==> config.mk <==
export PLATFORM = sky130hd
export DESIGN_NAME = byte_rmw_seq
export DESIGN_NICKNAME = d
export VERILOG_FILES = /design/src/rtl/byte_rmw_pkg.sv /design/src/rtl/byte_rmw_dp.sv /design/src/rtl/byte_rmw_ctl.sv /design/src/rtl/byte_rmw_seq.sv
export SDC_FILE = /design/constraint.sdc
export NUM_CORES = 1
export LEC_CHECK = 0
export ABC_AREA = 1
export ABC_CLOCK_PERIOD_IN_PS = 3400
export BUFFER_PORTS_ARGS = -buffer_cell sky130_fd_sc_hd__buf_2
export CAP_MARGIN = 5
export CORE_MARGIN = 8
export CORE_UTILIZATION = 57
export DETAILED_ROUTE_END_ITERATION = 10
export HOLD_SLACK_MARGIN = 0.12
export PLACE_DENSITY = 0.83
export SYNTH_ARGS = -nofsm -noshare
export SYNTH_HDL_FRONTEND = slang
export SYNTH_SLANG_ARGS = --single-unit
==> constraint.sdc <==
create_clock -name clk -period 3.4 [get_ports clk]
set_clock_uncertainty 0.1 [all_clocks]
set_input_delay 0 -clock clk [delete_from_list [all_inputs] [get_ports clk]]
set_output_delay 0 -clock clk [all_outputs]
set_load 0.02 [all_outputs]
==> src/rtl/byte_rmw_pkg.sv <==
package byte_rmw_pkg;

  typedef enum logic [2:0] {
    OP_NONE = 3'd0,
    OP_TST  = 3'd1,
    OP_AND  = 3'd2,
    OP_XOR  = 3'd3,
    OP_OR   = 3'd4,
    OP_TAS  = 3'd5
  } opKindT;

  typedef struct packed {
    logic latchCmd;
    logic latchAddr;
    logic latchRead;
  } ctlStrbT;

  localparam logic [4:0] LOGIC_PREFIX = 5'b11001;
  localparam logic [3:0] TAS_HI       = 4'b0100;
  localparam logic [7:0] TAS_LO       = 8'h1B;

  function automatic opKindT decodeOp(input logic [15:0] word);
    opKindT kind;
    kind = OP_NONE;
    if (word[15:11] == LOGIC_PREFIX && word[10]) begin
      unique case (word[9:8])
        2'b00:   kind = OP_TST;
        2'b01:   kind = OP_AND;
        2'b10:   kind = OP_XOR;
        default: kind = OP_OR;
      endcase
    end else if (word[15:12] == TAS_HI && word[7:0] == TAS_LO) begin
      kind = OP_TAS;
    end
    return kind;
  endfunction

endpackage

==> src/rtl/byte_rmw_dp.sv <==
module byte_rmw_dp
  import byte_rmw_pkg::*;
#(
  parameter int ADDR_W = 32
) (
  input  logic              clk,
  input  logic              rstN,
  input  ctlStrbT           strb,
  input  logic [15:0]       instr,
  input  logic [ADDR_W-1:0] r0Val,
  input  logic [ADDR_W-1:0] gbrVal,
  input  logic [ADDR_W-1:0] rnVal,
  input  logic [7:0]        memRdata,
  output opKindT            opCur,
  output logic [ADDR_W-1:0] memAddr,
  output logic [7:0]        memWdata,
  output logic              tOut
);

  localparam int BYTE_W = 8;

  opKindT            opReg;
  logic [BYTE_W-1:0] immReg;
  logic [ADDR_W-1:0] baseA;
  logic [ADDR_W-1:0] baseB;
  logic [ADDR_W-1:0] addrReg;
  logic [BYTE_W-1:0] dataReg;
  opKindT            opNew;

  assign opNew = decodeOp(instr);

  always_ff @(posedge clk) begin
    if (!rstN) begin
      opReg   <= OP_NONE;
      immReg  <= '0;
      baseA   <= '0;
      baseB   <= '0;
      addrReg <= '0;
      dataReg <= '0;
    end else begin
      if (strb.latchCmd) begin
        opReg  <= opNew;
        immReg <= instr[BYTE_W-1:0];
        if (opNew == OP_TAS) begin
          baseA <= rnVal;
          baseB <= '0;
        end else begin
          baseA <= r0Val;
          baseB <= gbrVal;
        end
      end
      if (strb.latchAddr) addrReg <= baseA + baseB;
      if (strb.latchRead) dataReg <= memRdata;
    end
  end

  logic [BYTE_W-1:0] resByte;
  always_comb begin
    unique case (opReg)
      OP_AND:  resByte = dataReg & immReg;
      OP_XOR:  resByte = dataReg ^ immReg;
      OP_OR:   resByte = dataReg | immReg;
      OP_TAS:  resByte = dataReg | {1'b1, {(BYTE_W-1){1'b0}}};
      default: resByte = dataReg;
    endcase
  end

  always_comb begin
    unique case (opReg)
      OP_TST:  tOut = ((dataReg & immReg) == '0);
      OP_TAS:  tOut = (dataReg == '0);
      default: tOut = 1'b0;
    endcase
  end

  assign opCur    = opReg;
  assign memAddr  = addrReg;
  assign memWdata = resByte;

  // test-and-set write data always carries the high bit
  p_tas_msb_r5: assert property (@(posedge clk) disable iff (!rstN)
    (opReg == OP_TAS) |-> memWdata[BYTE_W-1]);

endmodule

==> src/rtl/byte_rmw_ctl.sv <==
module byte_rmw_ctl
  import byte_rmw_pkg::*;
(
  input  logic        clk,
  input  logic        rstN,
  input  logic        start,
  input  logic [15:0] instr,
  input  opKindT      opCur,
  input  logic        memRdy,
  output ctlStrbT     strb,
  output logic        busy,
  output logic        done,
  output logic        tWe,
  output logic        memReq,
  output logic        memWe,
  output logic        busLock
);

  typedef enum logic [2:0] {
    S_IDLE, S_ADDR, S_RD, S_MOD, S_WR, S_EVAL
  } stateT;

  stateT state, stateNxt;
  logic  isTas;

  assign isTas = (opCur == OP_TAS);

  always_ff @(posedge clk) begin
    if (!rstN) state <= S_IDLE;
    else       state <= stateNxt;
  end

  always_comb begin
    stateNxt       = state;
    strb           = '0;
    memReq         = 1'b0;
    memWe          = 1'b0;
    busLock        = 1'b0;
    done           = 1'b0;
    tWe            = 1'b0;
    unique case (state)
      S_IDLE: begin
        if (start && decodeOp(instr) != OP_NONE) begin
          strb.latchCmd = 1'b1;
          stateNxt      = S_ADDR;
        end
      end
      S_ADDR: begin
        strb.latchAddr = 1'b1;
        stateNxt       = S_RD;
      end
      S_RD: begin
        memReq  = 1'b1;
        busLock = isTas;
        if (memRdy) begin
          strb.latchRead = 1'b1;
          if (opCur == OP_TST)  stateNxt = S_EVAL;
          else if (isTas)       stateNxt = S_MOD;
          else                  stateNxt = S_WR;
        end
      end
      S_MOD: begin
        busLock  = 1'b1;
        stateNxt = S_WR;
      end
      S_WR: begin
        memReq  = 1'b1;
        memWe   = 1'b1;
        busLock = isTas;
        if (memRdy) begin
          done     = 1'b1;
          tWe      = isTas;
          stateNxt = S_IDLE;
        end
      end
      S_EVAL: begin
        done     = 1'b1;
        tWe      = 1'b1;
        stateNxt = S_IDLE;
      end
      default: stateNxt = S_IDLE;
    endcase
  end

  assign busy = (state != S_IDLE);

  // once raised, lock holds until the write is acknowledged
  p_lock_hold_r8: assert property (@(posedge clk) disable iff (!rstN)
    (busLock && !(memReq && memWe && memRdy)) |=> busLock);

  // lock only ever accompanies test-and-set
  p_lock_tas_only_r8: assert property (@(posedge clk) disable iff (!rstN)
    busLock |-> (opCur == OP_TAS && busy));

  // done ends the operation
  p_done_last_r9: assert property (@(posedge clk) disable iff (!rstN)
    done |=> !busy);

  // T update only alongside done
  p_twe_done_r4: assert property (@(posedge clk) disable iff (!rstN)
    tWe |-> done);

  // the test form never writes
  p_tst_nowrite_r4: assert property (@(posedge clk) disable iff (!rstN)
    (memReq && memWe) |-> (opCur != OP_TST));

  // a pending access keeps its request and direction
  p_req_hold_r7: assert property (@(posedge clk) disable iff (!rstN)
    (memReq && !memRdy) |=> (memReq && $stable(memWe)));

endmodule

==> src/rtl/byte_rmw_seq.sv <==
module byte_rmw_seq
  import byte_rmw_pkg::*;
#(
  parameter int ADDR_W = 32
) (
  input  logic              clk,
  input  logic              rstN,
  input  logic              start,
  input  logic [15:0]       instr,
  input  logic [ADDR_W-1:0] r0Val,
  input  logic [ADDR_W-1:0] gbrVal,
  input  logic [ADDR_W-1:0] rnVal,
  output logic              busy,
  output logic              done,
  output logic              tWe,
  output logic              tOut,
  output logic              memReq,
  output logic              memWe,
  output logic [ADDR_W-1:0] memAddr,
  output logic [7:0]        memWdata,
  input  logic [7:0]        memRdata,
  input  logic              memRdy,
  output logic              busLock
);

  ctlStrbT strb;
  opKindT  opCur;

  byte_rmw_ctl u_ctl (
    .clk     (clk),
    .rstN    (rstN),
    .start   (start),
    .instr   (instr),
    .opCur   (opCur),
    .memRdy  (memRdy),
    .strb    (strb),
    .busy    (busy),
    .done    (done),
    .tWe     (tWe),
    .memReq  (memReq),
    .memWe   (memWe),
    .busLock (busLock)
  );

  byte_rmw_dp #(.ADDR_W(ADDR_W)) u_dp (
    .clk      (clk),
    .rstN     (rstN),
    .strb     (strb),
    .instr    (instr),
    .r0Val    (r0Val),
    .gbrVal   (gbrVal),
    .rnVal    (rnVal),
    .memRdata (memRdata),
    .opCur    (opCur),
    .memAddr  (memAddr),
    .memWdata (memWdata),
    .tOut     (tOut)
  );

  // address and write data stay put while an access waits
  p_bus_stable_r7: assert property (@(posedge clk) disable iff (!rstN)
    (memReq && !memRdy) |=> ($stable(memAddr) && $stable(memWdata)));

  // read and write of one operation hit the same address
  p_same_addr_r3: assert property (@(posedge clk) disable iff (!rstN)
    (busy && $past(busy) && !$past(done)) |-> $stable(memAddr) || $past(!memReq && !memWe && !busLock && opCur != OP_NONE && !$past(busy)));

endmodule

==> results.txt <==
The final number of max-transition violations is 0. For the pin with the worst max-slew slack, the measured transition is 0.820 ns. Across all layers, the routed design uses 9132 vias.

The total power divided by cell area is 380 nW/um^2. Across the run, the number of max-cap violations was 0. The tightest hold path in the finished design has a slack of 0.134 ns. After detailed routing, the number of vias per cell comes to 5.35. The detail route stage leaves a number of antenna-violating nets equal to 0.

After detailed routing, the average wire length per cell comes to 15.9 microns. The sequential fraction of the synthesis area is 29.8%, and the number of buffers on the longest clock path is 2. Tracing the worst setup path back leads to its startpoint at instr[12]. The flow ran to the end, and the final reports show no timing, DRC or antenna violations.

For this design the static power due to leakage is 5.42 nW. The H-tree was split into 4 levels. The number of sinks handled by clock tree synthesis came out at 118. The clock transition at the registers of the reported paths was 0.06 ns.

TritonCTS built the clock tree. The initial utilization of the core area, before any placement, comes to 57.8%. The number of instances in the synthesized netlist came out at 1243. The slowest stage of the critical path belongs to the cell sky130_fd_sc_hd__buf_4.

By count the netlist is led by sky130_fd_sc_hd__nand2_1, sky130_fd_sc_hd__inv_1, sky130_fd_sc_hd__dfxtp_1. The tools report the total routing usage reported by global routing as 29.9%. Yosys attributes the largest share of cell area to sky130_fd_sc_hd__dfxtp_1, sky130_fd_sc_hd__nand2_1, sky130_fd_sc_hd__inv_1. Traced cell by cell, the critical path runs through dlygate4sd3_1, buf_2, nor2_2, dlygate4sd3_1, inv_2, nor2_2, nand3_2, buf_4, nand2_1, nand2_1, dlygate4sd3_1, nand2_1, a21oi_1. Setup repair after global routing left no endpoint under its margin.

The most critical setup path has its endpoint at u_dp.baseA[20]$_SDFFE_PN0P_. Clock latency on the worst-skew pair, taken at its later pin, is 0.42 ns. The number of standard cells in the final layout excluding fillers is 1707, and the total standard cell area after synthesis is 7930 sq um. Once placement completed, the tool counted placed cells totaling 1553. The width of the die was 134 microns; the count of nets after finishing was 1688.

In the finished design, the share of the clock period the worst path needs comes to 89.3%. Number of design-rule violations left by the first detailed-router iteration: 736. STA classifies the critical path endpoint as a flop. The startpoint identified for the worst register-to-register timing path is u_ctl.state[2]$_SDFFE_PN0P_.

For this run, design rule violations remaining after detail routing come to 0. The endpoint identified for the worst register-to-register timing path is u_dp.opCur[1]$_SDFFE_PN0P_. Counting flops with an async set or reset pin after synthesis yields a share of 0%. After floorplanning, the core was divided into 43 placement rows. The longest individual stage delay on the worst path is 0.63 ns.

171 I/O pins were placed. The initial antenna violation count came out at 1. The most common cell in the synthesized netlist is sky130_fd_sc_hd__nand2_1. For this run, the leading register cell type out of synthesis is sky130_fd_sc_hd__dfxtp_1. The final setup slack of the worst path came out at 0.364 ns. The first detailed-routing pass ran for 6 iterations. Before CTS, the worst setup slack after placement is 1.27 ns. Fraction of the core area covered by cells at the end of the flow: 77.4%. The die footprint is 17900 sq um, and the fmax is 329 MHz. Entering global routing, the biggest net connects 86 pins.

The kind of critical path is in -> reg. In this run, synthesis inferred 0 flip-flops with an integrated enable. The die is 134 microns tall. For the worst setup path, the data required time is 3.63 ns. The worst hold path belongs to the class in -> reg. Wires add up to 27200 microns. IR analysis of the VDD net gives a maximum drop of 374 uV. The tools report the count of endpoints failing setup in the final report as 0. Share of final-layout standard cells stronger than drive strength 1: 17.0%.

Of the post-synthesis cell area, the dominant cell type holds 29.8%. The mean instance size in the synthesized netlist was 6.38 sq um; the number of nets in the synthesized netlist was 1418. The first global-routing pass estimated 44000 microns of wire. Relative to the synthesized area, the layout overhead comes to 33.9%. The number of clock buffers added by TritonCTS is 17.

After synthesis, the netlist uses 38 different library cells. The placed wire-length estimate after detailed placement was 16900 microns; the largest driver fanout on the critical path was 66. The biggest area contributor in the post-synthesis netlist is sky130_fd_sc_hd__dfxtp_1. The clock period could shrink to 3.04 ns. The run gives 0 ns as the total negative slack for setup checks. For flop-to-flop paths, the worst setup slack is 1.11 ns. In this run the tightest slew margin relative to its limit is 45.3%. Counting flops and latches in the post-synthesis netlist gives 118. The type of origin of the critical path was an input port.

The last weighted congestion value of the routability-driven placer came out at 0.905. The Yosys step of the flow raised 0 warnings. The count of cells along the worst register-to-register path came out at 6. The final global-route overflow total was 0; the via count of the first global-routing pass was 8972.

The core region is 13700 sq um. At the worst endpoint, the arrival time is 3.27 ns. Input and output buffers added on the ports amount to 170. The number of hold violations in the final report was 0. The tools report the library cell used as clock root buffer as sky130_fd_sc_hd__clkbuf_16.
[worst min-delay path by stage]
stage                     depth (start not counted)  startpoint                           to  slack (ns)
after floorplan                                   2   gbrVal[0]   u_dp.baseB[0]$_SDFFE_PN0P_        0.04
after global placement                            3  gbrVal[31]  u_dp.baseB[31]$_SDFFE_PN0P_        0.16
after detailed placement                          3  gbrVal[24]  u_dp.baseB[24]$_SDFFE_PN0P_        0.17
after CTS                                         7   instr[11]   u_dp.opCur[2]$_SDFFE_PN0P_        0.13
after global routing                              7   instr[11]   u_dp.opCur[2]$_SDFFE_PN0P_        0.19
final                                             7   instr[11]   u_dp.opCur[2]$_SDFFE_PN0P_        0.13
[what timing repair did]
action,in CTS,in global routing
setup buffers,0,0
hold buffers,121,0
endpoints found under the setup margin,0,1
gates resized for setup,0,1
endpoints found under the hold margin,99,0
[state kept, by name, indices dropped and copies added (netlist names)]
signal	count
u_dp.baseB	32
u_dp.memAddr	32
u_dp.dataReg	8
u_dp.immReg	8
u_ctl.state	3
u_dp.opCur	3
u_dp.baseA	32
[layout make-up]
class,count,area [sq um]
antenna,1,2.50
clock inverter,13,156
timing repair buffer,297,2110
inverter,192,724
clock buffer,19,443
sequential,118,2360
tap,180,225
fill,984,3100
multi-input combinational,887,4600
[stage by stage]
| step | power, mW | instance area, sq um |
|---|---|---|
| global route | 4.18 | 10600 |
| global placement | 2.10 | 8800 |
| CTS | 4.01 | 10600 |
| floorplan | 1.89 | 7930 |
| detailed placement | 2.11 | 8800 |
| finish | 4.04 | 10600 |
[worst max-delay path: cells and delay by family]
family	cells	cell delay (ns)
simple gates	6	0.53
buf+inv	6	2.44
compound gates	1	0.23
[where the power goes]
part           leakage, nW  total [mW]  switching [mW]  internal, mW
Sequential           0.952        1.52          0.0519          1.47
Combinational         4.19       0.691           0.386         0.305
Clock                0.281        1.82           0.658          1.16
[per-layer routing]
metal / global-route usage, % / vias up / wire, microns
li1: - / 4453 / -
met1: 36.6 / 4144 / 11200
met2: 49.2 / 446 / 12500
met3: 6.88 / 89 / 2400
met4: 13.5 / 0 / 1070
met5: 0 / - / 0
[layout by cell type (no fill, tap or decap), types with 2 or more instances in the layout]
cell and instances:
sky130_fd_sc_hd__nor4_1 2, sky130_fd_sc_hd__o21a_1 13, sky130_fd_sc_hd__nand3_1 61, sky130_fd_sc_hd__o21bai_1 12
sky130_fd_sc_hd__bufinv_16 3, sky130_fd_sc_hd__buf_2 170, sky130_fd_sc_hd__inv_2 3, sky130_fd_sc_hd__buf_4 6
sky130_fd_sc_hd__nand4_1 4, sky130_fd_sc_hd__nor3_4 2, sky130_fd_sc_hd__a31oi_1 2, sky130_fd_sc_hd__o21ai_0 43
sky130_fd_sc_hd__nand2_1 450, sky130_fd_sc_hd__clkinv_2 4, sky130_fd_sc_hd__inv_1 188, sky130_fd_sc_hd__nor2_2 2
sky130_fd_sc_hd__xor2_1 12, sky130_fd_sc_hd__clkinvlp_4 6, sky130_fd_sc_hd__o211ai_1 3, sky130_fd_sc_hd__ha_1 50
sky130_fd_sc_hd__a21oi_1 87, sky130_fd_sc_hd__clkbuf_16 17, sky130_fd_sc_hd__a22oi_1 7, sky130_fd_sc_hd__o221ai_1 6
sky130_fd_sc_hd__nor3_1 11, sky130_fd_sc_hd__nor2_1 63, sky130_fd_sc_hd__and2_1 4, sky130_fd_sc_hd__a21oi_2 20
sky130_fd_sc_hd__nand3_2 23, sky130_fd_sc_hd__nand3b_1 2, sky130_fd_sc_hd__dfxtp_1 118, sky130_fd_sc_hd__dlygate4sd3_1 121
[kinds of logic after synthesis]
group	Yosys count	synth area share, %
flip-flops	118	29.8
AND/OR/NAND/NOR	626	33.3
AO/OA/AOI/OAI	197	15.0
adder cells (fa/ha/maj)	51	8.14
XOR/XNOR	13	1.44
buffers and inverters	238	12.4
No activity file was read; power rests on OpenSTA's default activity.
